### config.mk
export PLATFORM = sky130hd
export DESIGN_NAME = vic_fiq_ctrl
export DESIGN_NICKNAME = d
export VERILOG_FILES = /design/src/rtl/vic_pkg.sv /design/src/rtl/vic_bank.sv /design/src/rtl/vic_prio.sv /design/src/rtl/vic_fiq_ctrl.sv
export SDC_FILE = /design/constraint.sdc
export NUM_CORES = 1
export LEC_CHECK = 0
export BUFFER_PORTS_ARGS = -buffer_cell sky130_fd_sc_hd__buf_2
export CAP_MARGIN = 10
export CORE_ASPECT_RATIO = 1.5
export CORE_UTILIZATION = 50
export DETAILED_ROUTE_END_ITERATION = 10
export MAX_ROUTING_LAYER = met4
export PLACE_DENSITY_LB_ADDON = 0.1
export SYNTH_ARGS = -nofsm -noshare
export SYNTH_HDL_FRONTEND = slang
export SYNTH_SLANG_ARGS = --single-unit
### constraint.sdc
create_clock -name clk -period 3.1 [get_ports clk]
set_input_delay 0.31 -clock clk [delete_from_list [all_inputs] [get_ports clk]]
set_output_delay 0.31 -clock clk [all_outputs]
set_load 0.005 [all_outputs]
### src/rtl/vic_pkg.sv
package vic_pkg;
   localparam int DATA_W   = 32;
   // register groups, selected by address bits [ADDR_W-1:4]
   localparam int G_CTRL   = 0;  // slot 0 vector, 1 base, 2 protect, 3 nmi
   localparam int G_PEND   = 1;
   localparam int G_FPEND  = 2;
   localparam int G_STEER  = 3;
   localparam int G_EN     = 4;
   localparam int G_MASK   = 5;
   localparam int SLOT_VEC  = 0;
   localparam int SLOT_BASE = 1;
   localparam int SLOT_PROT = 2;
   localparam int SLOT_NMI  = 3;
endpackage

### src/rtl/vic_bank.sv
module vic_bank #(
   parameter int BW = 32
) (
   input  logic          clk,
   input  logic          rst_n,
   input  logic [BW-1:0] src,
   input  logic          wr_fp,
   input  logic          wr_steer,
   input  logic          wr_en,
   input  logic          wr_mask,
   input  logic [BW-1:0] wdata,
   output logic [BW-1:0] pend,
   output logic [BW-1:0] fpend,
   output logic [BW-1:0] steer,
   output logic [BW-1:0] en,
   output logic [BW-1:0] mask
);
   logic [BW-1:0] fp_hit;
   logic [BW-1:0] fp_clr;

   assign fp_hit = steer & pend & ~mask;
   assign fp_clr = wr_fp ? wdata : '0;

   always_ff @(posedge clk or negedge rst_n) begin
      if (!rst_n) begin
         pend  <= '0;
         fpend <= '0;
         steer <= '0;
         en    <= '0;
         mask  <= '0;
      end else begin
         pend  <= src;
         fpend <= (fpend & ~fp_clr) | fp_hit;
         if (wr_steer) steer <= wdata;
         if (wr_en)    en    <= wdata;
         if (wr_mask)  mask  <= wdata;
      end
   end
endmodule

### src/rtl/vic_prio.sv
module vic_prio #(
   parameter int NBANK = 3,
   parameter int BW    = 32,
   localparam int NSRC  = NBANK * BW,
   localparam int VEC_W = $clog2(NSRC) + 2,
   localparam int POS_W = (BW > 1) ? $clog2(BW) : 1
) (
   input  logic [NSRC-1:0]  pend,
   input  logic [NSRC-1:0]  mask,
   input  logic [NSRC-1:0]  steer,
   output logic             any_irq,
   output logic             any_fiq,
   output logic [VEC_W-1:0] vec
);
   logic [NSRC-1:0]  act;
   logic [NBANK-1:0] bank_any;
   logic [POS_W-1:0] bank_pos [NBANK];

   assign act     = pend & ~mask;
   assign any_irq = |act;
   assign any_fiq = |(act & steer);

   for (genvar b = 0; b < NBANK; b++) begin : g_find
      logic [BW-1:0] slice;
      assign slice       = act[b*BW +: BW];
      assign bank_any[b] = |slice;
      always_comb begin
         bank_pos[b] = '0;
         for (int i = BW - 1; i >= 0; i--) begin
            if (slice[i]) bank_pos[b] = POS_W'(i);
         end
      end
   end

   always_comb begin
      vec = '0;
      for (int b = NBANK - 1; b >= 0; b--) begin
         if (bank_any[b]) vec = VEC_W'((b * BW + int'(bank_pos[b])) * 4);
      end
   end
endmodule

### src/rtl/vic_fiq_ctrl.sv
module vic_fiq_ctrl
   import vic_pkg::*;
#(
   parameter int NBANK  = 3,
   parameter int BW     = 32,
   parameter int ADDR_W = 10,
   localparam int NSRC  = NBANK * BW,
   localparam int VEC_W = $clog2(NSRC) + 2,
   localparam int GRP_W = ADDR_W - 4
) (
   input  logic              clk,
   input  logic              rst_n,
   input  logic [NSRC-1:0]   irq_src,
   input  logic              bus_we,
   input  logic [ADDR_W-1:0] bus_addr,
   input  logic [DATA_W-1:0] bus_wdata,
   output logic [DATA_W-1:0] bus_rdata,
   output logic              cpu_irq,
   output logic              cpu_fiq
);
   if (NBANK < 1 || NBANK > 4) begin : g_bad_nbank
      $error("NBANK must lie in 1..4");
   end
   if (BW < 1 || BW > DATA_W) begin : g_bad_bw
      $error("BW must lie in 1..DATA_W");
   end
   if (ADDR_W < 7) begin : g_bad_addr
      $error("ADDR_W too small for the register groups");
   end

   logic [GRP_W-1:0]  grp;
   logic [1:0]        slot;
   logic              aligned;
   logic [NSRC-1:0]   pend_all, fpend_all, steer_all, en_all, mask_all;
   logic [DATA_W-1:0] base_q, prot_q, nmi_q;
   logic [VEC_W-1:0]  vec_d, vec_q;
   logic              irq_d, fiq_d;

   assign grp     = bus_addr[ADDR_W-1:4];
   assign slot    = bus_addr[3:2];
   assign aligned = (bus_addr[1:0] == 2'b00);

   function automatic logic hit(input logic [GRP_W-1:0] g, input logic [1:0] s,
                                input int want_g, input int want_s);
      return (g == GRP_W'(want_g)) && (s == 2'(want_s));
   endfunction

   for (genvar b = 0; b < NBANK; b++) begin : g_bank
      vic_bank #(.BW(BW)) u_bank (
         .clk      (clk),
         .rst_n    (rst_n),
         .src      (irq_src[b*BW +: BW]),
         .wr_fp    (bus_we && aligned && hit(grp, slot, G_FPEND, b)),
         .wr_steer (bus_we && aligned && hit(grp, slot, G_STEER, b)),
         .wr_en    (bus_we && aligned && hit(grp, slot, G_EN, b)),
         .wr_mask  (bus_we && aligned && hit(grp, slot, G_MASK, b)),
         .wdata    (bus_wdata[BW-1:0]),
         .pend     (pend_all[b*BW +: BW]),
         .fpend    (fpend_all[b*BW +: BW]),
         .steer    (steer_all[b*BW +: BW]),
         .en       (en_all[b*BW +: BW]),
         .mask     (mask_all[b*BW +: BW])
      );
   end

   // control words
   always_ff @(posedge clk or negedge rst_n) begin
      if (!rst_n) begin
         base_q <= '0;
         prot_q <= '0;
         nmi_q  <= '0;
      end else if (bus_we && aligned) begin
         if (hit(grp, slot, G_CTRL, SLOT_BASE)) base_q <= {bus_wdata[DATA_W-1:2], 2'b00};
         if (hit(grp, slot, G_CTRL, SLOT_PROT)) prot_q <= bus_wdata;
         if (hit(grp, slot, G_CTRL, SLOT_NMI))  nmi_q  <= bus_wdata;
      end
   end

   vic_prio #(.NBANK(NBANK), .BW(BW)) u_prio (
      .pend    (pend_all),
      .mask    (mask_all),
      .steer   (steer_all),
      .any_irq (irq_d),
      .any_fiq (fiq_d),
      .vec     (vec_d)
   );

   always_ff @(posedge clk or negedge rst_n) begin
      if (!rst_n) begin
         cpu_irq <= 1'b0;
         cpu_fiq <= 1'b0;
         vec_q   <= '0;
      end else begin
         cpu_irq <= irq_d;
         cpu_fiq <= fiq_d;
         vec_q   <= vec_d;
      end
   end

   // read mux
   always_comb begin
      bus_rdata = '0;
      if (aligned) begin
         if (grp == GRP_W'(G_CTRL)) begin
            case (slot)
               2'(SLOT_VEC):  bus_rdata = DATA_W'(vec_q);
               2'(SLOT_BASE): bus_rdata = base_q;
               2'(SLOT_PROT): bus_rdata = prot_q;
               default:       bus_rdata = nmi_q;
            endcase
         end else begin
            for (int b = 0; b < NBANK; b++) begin
               if (slot == 2'(b)) begin
                  if (grp == GRP_W'(G_PEND))  bus_rdata = DATA_W'(pend_all[b*BW +: BW]);
                  if (grp == GRP_W'(G_FPEND)) bus_rdata = DATA_W'(fpend_all[b*BW +: BW]);
                  if (grp == GRP_W'(G_STEER)) bus_rdata = DATA_W'(steer_all[b*BW +: BW]);
                  if (grp == GRP_W'(G_EN))    bus_rdata = DATA_W'(en_all[b*BW +: BW]);
                  if (grp == GRP_W'(G_MASK))  bus_rdata = DATA_W'(mask_all[b*BW +: BW]);
               end
            end
         end
      end
   end
endmodule

### Word level (Yosys, flattened, before mapping)

Cells that the tools add are included.

* flip-flop bits (word level): 585

* $add $sub $neg: 2
* multiplexer cells: 123
* equal/unequal tests: 8
* reduce and logical (&&, ||, !) cells: 39
* bitwise operators: 21

Operator list (number)
* 2-to-1 mux 32 bit: 23
* 2-to-1 mux 5 bit: 96
* bitwise AND 32 bit: 9
* bitwise AND 96 bit: 2
* NOT 32 bit: 6
* OR reduction 96 bit: 2
* NOT 96 bit: 1
* bitwise OR 32 bit: 3
* case mux 32 bit (3 select lines): 1
* OR reduction 32 bit: 3
* logical AND 1 bit: 28
* 2-to-1 mux 9 bit: 3
* == test 6 x 2 -> 1 bit (second input constant): 2
* == test 6 x 3 -> 1 bit (second input constant): 2
* adder 6 x 5 -> 7 bit (first input constant): 1
* adder 7 x 5 -> 7 bit (first input constant): 1
* == test 6 x 1 -> 1 bit (second input constant): 1
* zero test 6 bit: 1
* AND reduction 2 bit: 3
* == test 2 bit (second input constant): 2
* zero test 2 bit: 2
* == test 2 x 1 -> 1 bit (second input constant): 1

### Depth between registers and ports, before layout

Gate-level depths: netlist of run 1.

* depth after elaboration: 38
* gate-level depth with buffers: 11
* depth with buffers taken out: 7

### By module

A second synthesis of run 1 with hierarchy kept.

* cell total of the unflattened synthesis: 2643
* area total of the unflattened synthesis: 30691.9 µm²

By module, submodules not included
* vic_bank: area an instance 6172.2 µm², sequential area each 4003.8 µm², times used 3, cells each 367
* vic_fiq_ctrl: area an instance 9636.7 µm², sequential area each 2627.5 µm², times used 1, cells each 1138
* vic_prio: area an instance 2538.7 µm², sequential area each 0.0 µm², times used 1, cells each 404

### Worst setup path after synthesis of run 1

OpenSTA, ideal clock, no wires.

* path type: input to output
* start point: input port bus_addr[6]
* end point: output port bus_rdata[15]
* slack: 0.650 ns
* required time: 2.790 ns
* arrival time: 2.140 ns
* cell stages on the path: 8
* path through: or4_4 nor2_2 buf_2 a21oi_1 o211ai_2 nand3b_1 a221o_1 a221oi_2

* longest elaborated chain between the ends: 21

RTL lines
* from (decl): line vic_fiq_ctrl.sv:15 `input logic [ADDR_W-1:0] bus_addr,`
* == test 6 x 1 -> 1 bit: line vic_fiq_ctrl.sv:114 `if (grp == GRP_W'(G_PEND)) bus_rdata = DATA_W'(pend_all[b*BW +: BW]);`
* 2-to-1 mux 32 bit: line vic_fiq_ctrl.sv:114
* 2-to-1 mux 32 bit: line vic_fiq_ctrl.sv:115 `if (grp == GRP_W'(G_FPEND)) bus_rdata = DATA_W'(fpend_all[b*BW +: BW]);`
* 2-to-1 mux 32 bit: line vic_fiq_ctrl.sv:116 `if (grp == GRP_W'(G_STEER)) bus_rdata = DATA_W'(steer_all[b*BW +: BW]);`
* 2-to-1 mux 32 bit: line vic_fiq_ctrl.sv:117 `if (grp == GRP_W'(G_EN)) bus_rdata = DATA_W'(en_all[b*BW +: BW]);`
* 2-to-1 mux 32 bit: line vic_fiq_ctrl.sv:118 `if (grp == GRP_W'(G_MASK)) bus_rdata = DATA_W'(mask_all[b*BW +: BW]);`
* 2-to-1 mux 32 bit: line vic_fiq_ctrl.sv:113 `if (slot == 2'(b)) begin`
* 2-to-1 mux 32 bit: line vic_fiq_ctrl.sv:114
* [5 not listed]
* 2-to-1 mux 32 bit: line vic_fiq_ctrl.sv:114
* 2-to-1 mux 32 bit: line vic_fiq_ctrl.sv:115
* 2-to-1 mux 32 bit: line vic_fiq_ctrl.sv:116
* 2-to-1 mux 32 bit: line vic_fiq_ctrl.sv:117
* 2-to-1 mux 32 bit: line vic_fiq_ctrl.sv:118
* 2-to-1 mux 32 bit: line vic_fiq_ctrl.sv:113
* 2-to-1 mux 32 bit (*): line vic_fiq_ctrl.sv:104 `if (grp == GRP_W'(G_CTRL)) begin`
* 2-to-1 mux 32 bit (*): line vic_fiq_ctrl.sv:103 `if (aligned) begin`
* to (decl): line vic_fiq_ctrl.sv:17 `output logic [DATA_W-1:0] bus_rdata,`

Mark *: on every way between the ends. The rest lies on a longest branch, timed or not.

### Worst setup path in the final report of run 1

* start point: register g_bank[1].u_bank.pend[29]
* end point: register vec_q[4]

* longest elaborated chain between the ends: 34

RTL lines
* from (decl): line vic_bank.sv:12 `output logic [BW-1:0] pend,`
* from (signal assigned): line vic_bank.sv:32 `pend <= src;`
* bitwise AND 96 bit (*): line vic_prio.sv:19 `assign act = pend & ~mask;`
* 2-to-1 mux 5 bit (30 in series): line vic_prio.sv:30 `if (slice[i]) bank_pos[b] = POS_W'(i);`
* adder 6 x 5 -> 7 bit: line vic_prio.sv:38 `if (bank_any[b]) vec = VEC_W'((b * BW + int'(bank_pos[b])) * 4);`
* 2-to-1 mux 9 bit (*) (2 in series): line vic_prio.sv:38
* named net u_prio.vec[4]: line vic_prio.sv:13 `output logic [VEC_W-1:0] vec`
* to (signal assigned): line vic_fiq_ctrl.sv:96 `vec_q <= vec_d;`
* to (decl): line vic_fiq_ctrl.sv:36 `logic [VEC_W-1:0] vec_d, vec_q;`

Mark *: on every way through the listed nets, which the timed path passes. The rest lies on a longest branch.
A chain may end at the register's enable or synchronous reset.

==> results.toml, run 1 <==
[worst_setup_path]
rrSetupSlack_ps = -9
rr_startpoint = "g_bank[1].u_bank.pend[29]"
crit_path_end_kind = "register"
slowest_stage = "nor4_1"
cp_cell_sequence = "nor2b_1, nor4_1, nand4_1, buf_4, nor4_1, nor2_1, buf_4, a31oi_1, o21ai_1"
arrival_ps = 3610
critPathLaunch = "g_bank[1].u_bank.pend[29]"
critPathLaunchType = "register"
slowest_delay_ps = 680
worst-setup-path-type = "reg2reg"
critPathMaxFanout = 2
reg2reg_depth = 9
cp.required_ps = 3600
reg2reg_to = "vec_q[4]"

[global_routing]
grt_overflow = 0
first_global_vias = 24157
grt_max_degree = 87
grt_first_pass_wirelength_um = 168500
antenna_found_initial = 2
grt.total_usage_pct = 42.55

[cells_and_area]
area_growth_pct = 24.49
fin_util_pct = 62.94
nets = 3016
final_cell_area_um2 = 34970
drive_gt1_share_pct = 28.33
finalNonFillerCells = 3629

[placed_design]
port_buffers = 174
postPlaceCellArea_um2 = 31680
dp_cells = 3413
dpl.hpwl_um = 84050
gp_congestion = 0.9990

[timing]
worstMarginPinSlew_ps = 957.5
worst_hold_slack_ps = 136.9
hold_viol_final = 0
fin_ws_ps = -8.734
fmax_mhz = 321.7
slew_headroom_pct = 35.68
fin_skew_ps = 13.85
rsz0062_at_grt = "true"
tns_ps = -8.734
final_max_slew_viol_count = 0
setup_viol_count_final = 1
min_period_ps = 3109
post-route-period-util_pct = 100.3

[clock_network]
cts_tree = "built"
htreeDepth = 2
clock-root-buffer = "clkbuf_16"
clkLatencyLatePin_ps = 640
cts.path.max_buffers = 3
numCtsBuffers = 58
cts.clk_slew.worst_paths_ps = 70
cts_sinks = 583

[synth]
yosys_warnings = 0
ys_async_sr_fraction_pct = 100.0
syn_area_per_cell_um2 = 11.59
netlist_area_um2 = 28090
yosysUniqueCellTypes = 72
synth_flop_cell = "dfrtp_1"
synth_edf_count = 0
syn_nets = 2566
yosysSeqAreaShare_pct = 51.93
ys_seq_elements = 583
synth_cells = 2425

[status]
violations = "setup timing"
status = "finished, violations left"

[route]
wl_per_cell_um = 32.12
drc = 0
viasPerCell = 6.510
antenna_left = 0
drtPass1Iterations = 6
vias = 23623
drt_iter0_drc = 2220
routed_wirelength_um = 116600

[min_path]
holdCritPathClass = "in2reg"
min_to = "g_bank[2].u_bank.fpend[20]"
min_from = "bus_wdata[20]"
hold_depth = 3

[floorplanning]
die-area_um2 = 57160
io-pin-count = 175
core_area_um2 = 55570
num_rows = 106
die_y_um = 292.3
start_util_pct = 50.56
dieWidth_um = 195.5

[job]
maxCapViolCount = 0

[power_and_ir_drop]
power-per-cell-area_nw_per_um2 = 508.1
ir_worst_vdd_mv = 0.5161
p_leak_nw = 16.60
## worst max-delay path by stage
stage,endpoint,slack (ps)
finish,vec_q[4],-9
global route,bus_rdata[11],-70
CTS,bus_rdata[11],-100
detailed placement,bus_rdata[8],-70
global placement,bus_rdata[8],-150
floorplan,bus_rdata[15],650
## synth_stat cells, types with 7 or more instances
cell type  number  area share [%]
dfrtp_1       583              52
mux2_1        261              10
nand2_1       186             2.5
mux2_2        180             7.2
nor2_1        125             1.7
nor2b_1       111             2.5
a22o_1        102             3.2
a21oi_1        97             1.7
a22oi_1        97             2.6
clkbuf_1       89             1.2
o21ai_0        70             1.2
buf_2          56             1.0
a221oi_1       49             1.5
mux2i_1        46             1.6
o22ai_1        45             1.0
nor3_1         24            0.43
nand2b_1       23            0.51
buf_1          21            0.28
nor4_1         19            0.42
a211oi_1       17            0.45
o21ai_1        16            0.29
o211ai_1       15            0.40
a31oi_1        14            0.31
nand3_1        14            0.25
nand4_1        12            0.27
a221o_1        11            0.39
or4_1          10            0.27
o2bb2ai_1       9            0.28
o21a_1          8            0.21
and3_1          7            0.16
inv_1           7           0.094
mux4_2          7            0.56
o221ai_1        7            0.22
## area by class of cell
cell class	instances	area, um^2
clock inverters	31	409.1
clock buffers	77	1633
well taps	702	878.3
diodes	4	10.01
repair buffers	561	4417
multi-input cells	1663	13000
flip-flops and latches	583	14590
inverters	8	32.53
fillers	4487	20600
## placed cells by master, fill, tap and decap left out, types with 23 or more instances in the layout
| cell type | netlist | final |
|---|---|---|
| o22ai_1 | 45 | 40 |
| buf_12 | 0 | 28 |
| mux2_2 | 180 | 179 |
| dfrtp_1 | 583 | 581 |
| mux2_1 | 261 | 261 |
| buf_2 | 56 | 167 |
| mux2i_1 | 46 | 45 |
| dlygate4sd3_1 | 0 | 97 |
| nand2b_1 | 23 | 23 |
| buf_4 | 5 | 262 |
| a22oi_1 | 97 | 97 |
| nor2_1 | 125 | 120 |
| a221oi_1 | 49 | 47 |
| a22o_1 | 102 | 102 |
| a21oi_1 | 97 | 94 |
| nor2b_1 | 111 | 109 |
| clkbuf_16 | 0 | 58 |
| nand2_1 | 186 | 175 |
| o21ai_0 | 70 | 70 |
## layer usage
metal / vias to the layer above / wire length, um / GRT usage [%]
met5: - / 0 / -
met4: 0 / 10940 / 33.76
met3: 393 / 7439 / 5.561
met2: 1244 / 56010 / 67.95
met1: 12039 / 42190 / 48.32
li1: 9947 / - / -
## power by group
group | internal [mW] | total [mW] | switching (mW)
Sequential | 7.96 | 8.22 | 0.261
Clock | 4.38 | 7.61 | 3.23
Combinational | 0.802 | 1.94 | 1.14
## through the flow
step                worst slack [ps]  total power [mW]
detailed placement            -73.48             10.12
CTS                           -103.2             17.81
global placement              -148.0             10.09
finish                        -8.734             17.77
floorplan                      650.3             9.085
global route                  -70.40             18.26
## registers in the layout (all words and copies together), names as in the netlist
signal	count
nmi_q	32
cpu_irq	1
g_bank.u_bank.pend	96
prot_q	32
g_bank.u_bank.fpend	96
cpu_fiq	1
g_bank.u_bank.steer	96
base_q	30
vec_q	7
g_bank.u_bank.en	96
g_bank.u_bank.mask	96
## worst max-delay path, delay by kind of cell (launching register included)
| family | cells | cell delay (ps) |
|---|---|---|
| AOI/OAI and AO/OA | 2 | 320 |
| buffers and inverters | 2 | 400 |
| DFF | 1 | 400 |
| and+or+nand+nor | 5 | 1840 |
## logic make-up (layout without fill, tap and decap cells)
kind of cell | after synthesis | count (layout) | synth area share [%]
other | 0 | 4 | 0
and+or+nand+nor | 566 | 567 | 10.03
DFF | 583 | 583 | 51.93
AOI/OAI and AO/OA | 602 | 602 | 15.41
buffers and inverters | 180 | 677 | 2.748
muxes | 494 | 494 | 19.88
## what timing repair did
item | 4_1_cts | 5_1_grt
pin swaps | 6 | 22
endpoints found under the hold margin | 155 | 0
endpoints found under the setup margin | 8 | 15
hold buffers | 97 | 0
buffers inserted | 4 | 6
gates cloned | 1 | 0
gates resized for setup | 6 | 41
No activity file was read; power rests on OpenSTA's default activity.
==> inputs of run 2 (changes only) <==
--- a/config.mk
+++ b/config.mk
@@ -5,9 +5,11 @@
 export SDC_FILE = /design/constraint.sdc
 export NUM_CORES = 1
 export LEC_CHECK = 0
+export ABC_AREA = 1
+export ABC_CLOCK_PERIOD_IN_PS = 3100
 export BUFFER_PORTS_ARGS = -buffer_cell sky130_fd_sc_hd__buf_2
 export CAP_MARGIN = 10
-export CORE_ASPECT_RATIO = 1.5
+export CORE_ASPECT_RATIO = 2
 export CORE_UTILIZATION = 50
 export DETAILED_ROUTE_END_ITERATION = 10
 export MAX_ROUTING_LAYER = met4
==> run 2 against run 1 <==
  * Sequential power is 4.1% lower
  * Core utilization is 1.8 points higher
  * Highest routed layer unchanged
  * Routed wire length is 8.3% lower
  * Clock skew is 7.2 ps higher
  * Critical endpoint is now bus_rdata[12]
  * Design area is 4.0% higher
  * Flip-flop and latch count stayed put
  * Synthesized area is 0.85% higher
  * Die area is 0.90% higher
  * The flow still finishes with violations (setup timing)
  * First-iteration DRC count is 3.9% higher
==> results.toml, run 2 <==
[status]
status = "finished, violations left"
violations = "setup timing"

[worst_setup_path]
rrSetupSlack_ps = 310
crit_path_end_kind = "primary output"
cp.required_ps = 2790
critPathMaxFanout = 6
critPathLaunch = "bus_addr[9]"
rr_startpoint = "g_bank[1].u_bank.pend[31]"
crit_end = "bus_rdata[12]"
arrival_ps = 3160
worst-setup-path-type = "in2out"
reg2reg_to = "vec_q[2]"
reg2reg_depth = 36
critPathLaunchType = "input port"

[placed_design]
place_worst_setup_slack_ps = -530.4
dp_cells = 4539
port_buffers = 174
gp_congestion = 0.9563
dpl.hpwl_um = 72690

[timing]
fin_ws_ps = -373.8
setup_viol_count_final = 32
post-route-period-util_pct = 112.1
rsz0062_at_grt = "true"
worstMarginPinSlew_ps = 1147
slew_headroom_pct = 23.47
hold_viol_final = 0
fmax_mhz = 287.9
tns_ps = -8076
min_period_ps = 3474
final_max_slew_viol_count = 0
worst_hold_slack_ps = 22.23
fin_skew_ps = 21.06

[global_routing]
grt_max_degree = 84
first_global_vias = 27281
antenna_found_initial = 0
grt_first_pass_wirelength_um = 160700
grt_overflow = 0
grt.total_usage_pct = 38.27

[route]
drt_iter0_drc = 2307
viasPerCell = 5.739
wl_per_cell_um = 21.96
routed_wirelength_um = 106900
antenna_left = 0
drc = 0
vias = 27927
drtPass1Iterations = 6

[floorplanning]
dieWidth_um = 170.3
start_util_pct = 50.44
die_y_um = 338.6
io-pin-count = 175
die-area_um2 = 57680
num_rows = 123
core_area_um2 = 56170

[clock_network]
cts_tree = "built"
cts.path.max_buffers = 3
clock-root-buffer = "clkbuf_16"
clkLatencyLatePin_ps = 620
numCtsBuffers = 54
cts_sinks = 583
htreeDepth = 2
cts.clk_slew.worst_paths_ps = 70

[synth]
yosysMostFrequentCell = "nand2_1"
synth_commonest_cells = "nand2_1, dfrtp_1, o21ai_0"
synth_flop_cell = "dfrtp_1"
ys_async_sr_fraction_pct = 100.0
synth_cells = 3604
yosys_warnings = 0
yosysUniqueCellTypes = 38
ys_seq_elements = 583
netlist_area_um2 = 28330
syn_area_per_cell_um2 = 7.861
yosysTopAreaCell = "dfrtp_1"
synth_edf_count = 0
yosys-top-cells-area = "dfrtp_1, nand2_1, o21ai_0"
synth.top_cell.area_share_pct = 51.49
yosysSeqAreaShare_pct = 51.49
syn_nets = 3745

[cells_and_area]
area_growth_pct = 28.33
drive_gt1_share_pct = 19.13
num-fill-cells = 4855
layout_common_cells = "nand2_1, dfrtp_1, o21ai_0"
finalNonFillerCells = 4866
layout_commonest_cell = "nand2_1"
nets = 4209

[power_and_ir_drop]
power-per-cell-area_nw_per_um2 = 465.3
finalPower_mw = 16.92
p_leak_nw = 17.46
ir_worst_vdd_mv = 0.5353

[job]
maxCapViolCount = 0

[min_path]
holdCritPathClass = "in2reg"
run 2: cell type report:
type                            instances  area, um^2  area share, %
Multi-Input combinational cell       2440       12010          33.04
Clock buffer                           69        1551          4.267
Sequential cell                       583       14590          40.12
Antenna cell                            2       5.005        0.01376
Inverter                              351        1350          3.713
Tap cell                              750       938.4          2.581
Timing Repair Buffer                  638        5517          15.17
Clock inverter                         33       396.6          1.091
run 2: worst min-delay path by stage:
| stage | start | endpoint | slack, ps | depth (start not counted) |
|---|---|---|---|---|
| global route | bus_wdata[8] | g_bank[1].u_bank.steer[8] | 30 | 3 |
| global placement | rst_n | base_q[7] | 270 | 1 |
| detailed placement | rst_n | nmi_q[7] | 280 | 1 |
| CTS | bus_wdata[2] | g_bank[1].u_bank.steer[2] | 1 | 3 |
| floorplan | rst_n | base_q[10] | 10 | 0 |
| finish | bus_wdata[10] | g_bank[2].u_bank.steer[10] | 20 | 3 |
run 2: layer usage:
metal	part of all wire, %	GRT usage [%]	up-vias	routed length [um]
li1	-	-	12724	-
met1	40	47.79	13507	42460
met2	47	60.56	1356	50610
met3	7.1	4.810	340	7567
met4	5.8	20.06	0	6209
met5	0	-	-	0
run 2: repair_timing:
item,4_1_cts,5_1_grt
gates cloned,4,2
endpoints found under the setup margin,32,33
hold buffers,113,0
pin swaps,70,124
gates resized for setup,132,97
hold endpoints to repair,168,0
buffers inserted,73,36
run 2: worst max-delay path: stages:
cell and delay, ps:
buf_6 100, nor2_4 150, nand2_4 110, buf_6 140, nor3_4 200, buf_12 170, buf_12 140, nand2_1 70
o2111ai_2 80, o211ai_1 130, buf_4 150, buf_4 120, buf_4 120, buf_4 120, buf_4 120, nand2_1 70
nand2_2 100, o21ai_1 130, o211ai_1 90, nand2_1 80, nand2_1 50, nand2_1 60, nand2_1 80, a21oi_1 130
buf_2 140
run 2: cell families (layout without fill, tap and decap cells):
logic type,after synthesis,in the layout,synth area share [%]
DFF,583,583,51.49
and+or+nand+nor,1210,1211,16.67
other,0,2,0
AOI/OAI and AO/OA,1156,1156,21.20
buffers and inverters,582,1091,8.059
muxes,73,73,2.579
run 2: metrics by stage:
stage	utilization (%)	cell area, um^2
after floorplan	-	28330
after global placement	56.12	31530
after detailed placement	56.12	31530
after CTS	63.65	35760
after global routing	64.72	36350
final	64.73	36360
run 2: power by group:
| part | internal, mW | switching, mW | total, mW |
|---|---|---|---|
| Sequential | 7.76 | 0.119 | 7.88 |
| Clock | 4.22 | 3.18 | 7.40 |
| Combinational | 0.612 | 1.03 | 1.64 |
==> inputs of run 3 (changes only) <==
--- a/config.mk
+++ b/config.mk
@@ -10,6 +10,7 @@
 export BUFFER_PORTS_ARGS = -buffer_cell sky130_fd_sc_hd__buf_2
 export CAP_MARGIN = 10
 export CORE_ASPECT_RATIO = 2
+export CORE_MARGIN = 2
 export CORE_UTILIZATION = 50
 export DETAILED_ROUTE_END_ITERATION = 10
 export MAX_ROUTING_LAYER = met4
==> run 3 against run 2 <==
  * The run still ends with setup timing left
  * Die area grew 1.8%
  * Sequential power hardly changed
  * Total power is 0.26% lower
  * Critical path depth decreased by 2
  * Critical path type unchanged
  * Critical endpoint is now bus_rdata[22]
==> results.toml, run 3 (synthesized netlist as in run 2, its figures left out) <==
[status]
status = "finished, violations left"
violations = "setup timing"

[floorplanning]
die-area_um2 = 58700
dieWidth_um = 172.3
io-pin-count = 175
die_y_um = 340.6
core_area_um2 = 56170
start_util_pct = 50.44
num_rows = 123

[route]
drtPass1Iterations = 7
viasPerCell = 5.785
drc = 0
drt_iter0_drc = 2703
wl_per_cell_um = 22.61
vias = 27884
routed_wirelength_um = 109000
antenna_left = 0

[timing]
worstMarginPinSlew_ps = 1105
fin_skew_ps = 23.87
rsz0062_at_grt = "true"
min_period_ps = 3451
hold_viol_final = 0
final_max_slew_viol_count = 0
slew_headroom_pct = 26.31
setup_viol_count_final = 32
post-route-period-util_pct = 111.3
fmax_mhz = 289.8
fin_ws_ps = -350.6

[worst_setup_path]
reg2reg_to = "vec_q[2]"
worst-setup-path-type = "in2out"
slowest_delay_ps = 200
crit_top_cell = "o21ai_1"
critPathMaxFanout = 7
rr_startpoint = "g_bank[1].u_bank.mask[30]"
reg2reg_depth = 36
cp_cell_sequence = "buf_6, nor2_4, nand2_4, inv_2, nand2_8, buf_12, o21ai_2, o21ai_1, a21oi_1, o21ai_1, o21ai_1, o21ai_1, o21ai_1, o21ai_1, o21ai_2, nand2_2, buf_4, buf_4, buf_4, nand2_1, nand2_2, a21oi_2, buf_2"
critPathLaunchType = "input port"
slowest_stage = "o21ai_1"
cp.required_ps = 2790
crit_path_end_kind = "primary output"
rrSetupSlack_ps = 290
arrival_ps = 3140

[placed_design]
dpl.hpwl_um = 75640
port_buffers = 174
place_worst_setup_slack_ps = -570.1
postPlaceCellArea_um2 = 31210
gp_congestion = 0.9982

[cells_and_area]
area_growth_pct = 26.16
final_cell_area_um2 = 35740
nets = 4164
layout_common_cells = "nand2_1, dfrtp_1, o21ai_0"
drive_gt1_share_pct = 18.00
num-fill-cells = 4969
layout_commonest_cell = "nand2_1"

[min_path]
min_to = "g_bank[2].u_bank.steer[18]"
hold_depth = 3
holdCritPathClass = "in2reg"
min_from = "bus_wdata[18]"

[global_routing]
first_global_vias = 27579
grt_first_pass_wirelength_um = 164000
antenna_found_initial = 1
grt.total_usage_pct = 38.41
grt_overflow = 0
grt_max_degree = 95

[power_and_ir_drop]
p_leak_nw = 17.17
switching_share_pct = 25.47
power.internal_mw = 12.58
p_seq_share_pct = 46.7
switchingPower_mw = 4.298
ir_worst_vdd_mv = 0.6792
power-per-cell-area_nw_per_um2 = 472.1
clockPowerShare_pct = 43.7
combPwrFrac_pct = 9.6

[clock_network]
cts_sinks = 583
htreeDepth = 2
cts.clk_slew.worst_paths_ps = 70
clock-root-buffer = "clkbuf_16"
cts_tree = "built"
numCtsBuffers = 54
cts.path.max_buffers = 3
clkLatencyLatePin_ps = 620

[job]
maxCapViolCount = 0
-- run 3: cell types whose count changed in the layout (fill, tap and decap cells not counted), moves of 5 or more --
cell,before,now
buf_12,50,35
clkbuf_8,8,13
o21ai_2,44,34
inv_1,337,332
a21oi_2,28,21
a21oi_1,286,293
nand2_2,39,44
buf_4,271,249
buf_6,29,18
inv_2,7,15
buf_8,4,11
nand2_1,857,851
o21ai_1,229,238
-- run 3: timing repair --
item                                    4_1_cts  5_1_grt
hold endpoints to repair                    176        0
resized for setup                           123       82
setup buffers                                75       21
pin swaps                                    73       93
hold buffers                                110        0
endpoints found under the setup margin       32       33
gates cloned                                  3        1
-- run 3: worst max-delay path by stage --
stage / slack [ps] / to / cells past startpoint / start
2_1_floorplan: 480 / bus_rdata[31] / 21 / bus_addr[9]
3_3_place_gp: -510 / bus_rdata[23] / 22 / bus_addr[6]
3_5_place_dp: -570 / bus_rdata[23] / 22 / bus_addr[6]
4_1_cts: -280 / bus_rdata[22] / 19 / g_bank[0].u_bank.pend[22]
5_1_grt: -600 / bus_rdata[3] / 26 / bus_addr[9]
6_report: -350 / bus_rdata[22] / 23 / bus_addr[9]
-- run 3: per-stage QoR --
step,instances,setup TNS [ps],hold slack [ps],power (mW),utilization [%]
6_report,4820,-6315,28.33,16.87,63.63
5_1_grt,4818,-13250,10.94,17.42,63.62
4_1_cts,4795,-4988,0.4080,16.92,62.84
3_5_place_dp,4507,-9682,329.5,9.392,55.56
3_3_place_gp,4507,-8349,324.1,9.375,55.56
2_1_floorplan,3604,0,14.41,8.611,-
-- run 3: per-layer routing --
layer  vias to the layer above  routed length, um  share of wire, %  global-route usage, %
li1                      12643                  -                 -                      -
met1                     13378              41990                39                  47.70
met2                      1475              52140                48                  60.94
met3                       388               8056               7.4                  4.882
met4                         0               6812               6.2                  20.76
met5                         -                  0                 0                      -
-- run 3: power groups by stage --
stage	Sequential, mW	Combinational, mW	Clock (mW)
floorplan	7.97	0.641	0
detailed placement	8.02	1.37	0
CTS	7.88	1.56	7.48
global route	7.89	1.76	7.77
global placement	8.02	1.36	0
finish	7.88	1.62	7.37
-- run 3: final cells by class --
type,count,area (um^2),share of cell area [%]
timing repair buffer,594,4982,13.94
antenna,3,7.507,0.02100
inverter,351,1350,3.777
clock buffer,75,1582,4.425
tap,750,938.4,2.625
clock inverter,25,345.3,0.9661
sequential,583,14590,40.81
multi-input combinational,2439,11950,33.43
-- run 3: worst max-delay path: cells and delay by family --
family | cells | cell delay [ps]
AND/OR/NAND/NOR | 6 | 550
AO/OA/AOI/OAI | 10 | 1350
buffers and inverters | 7 | 920
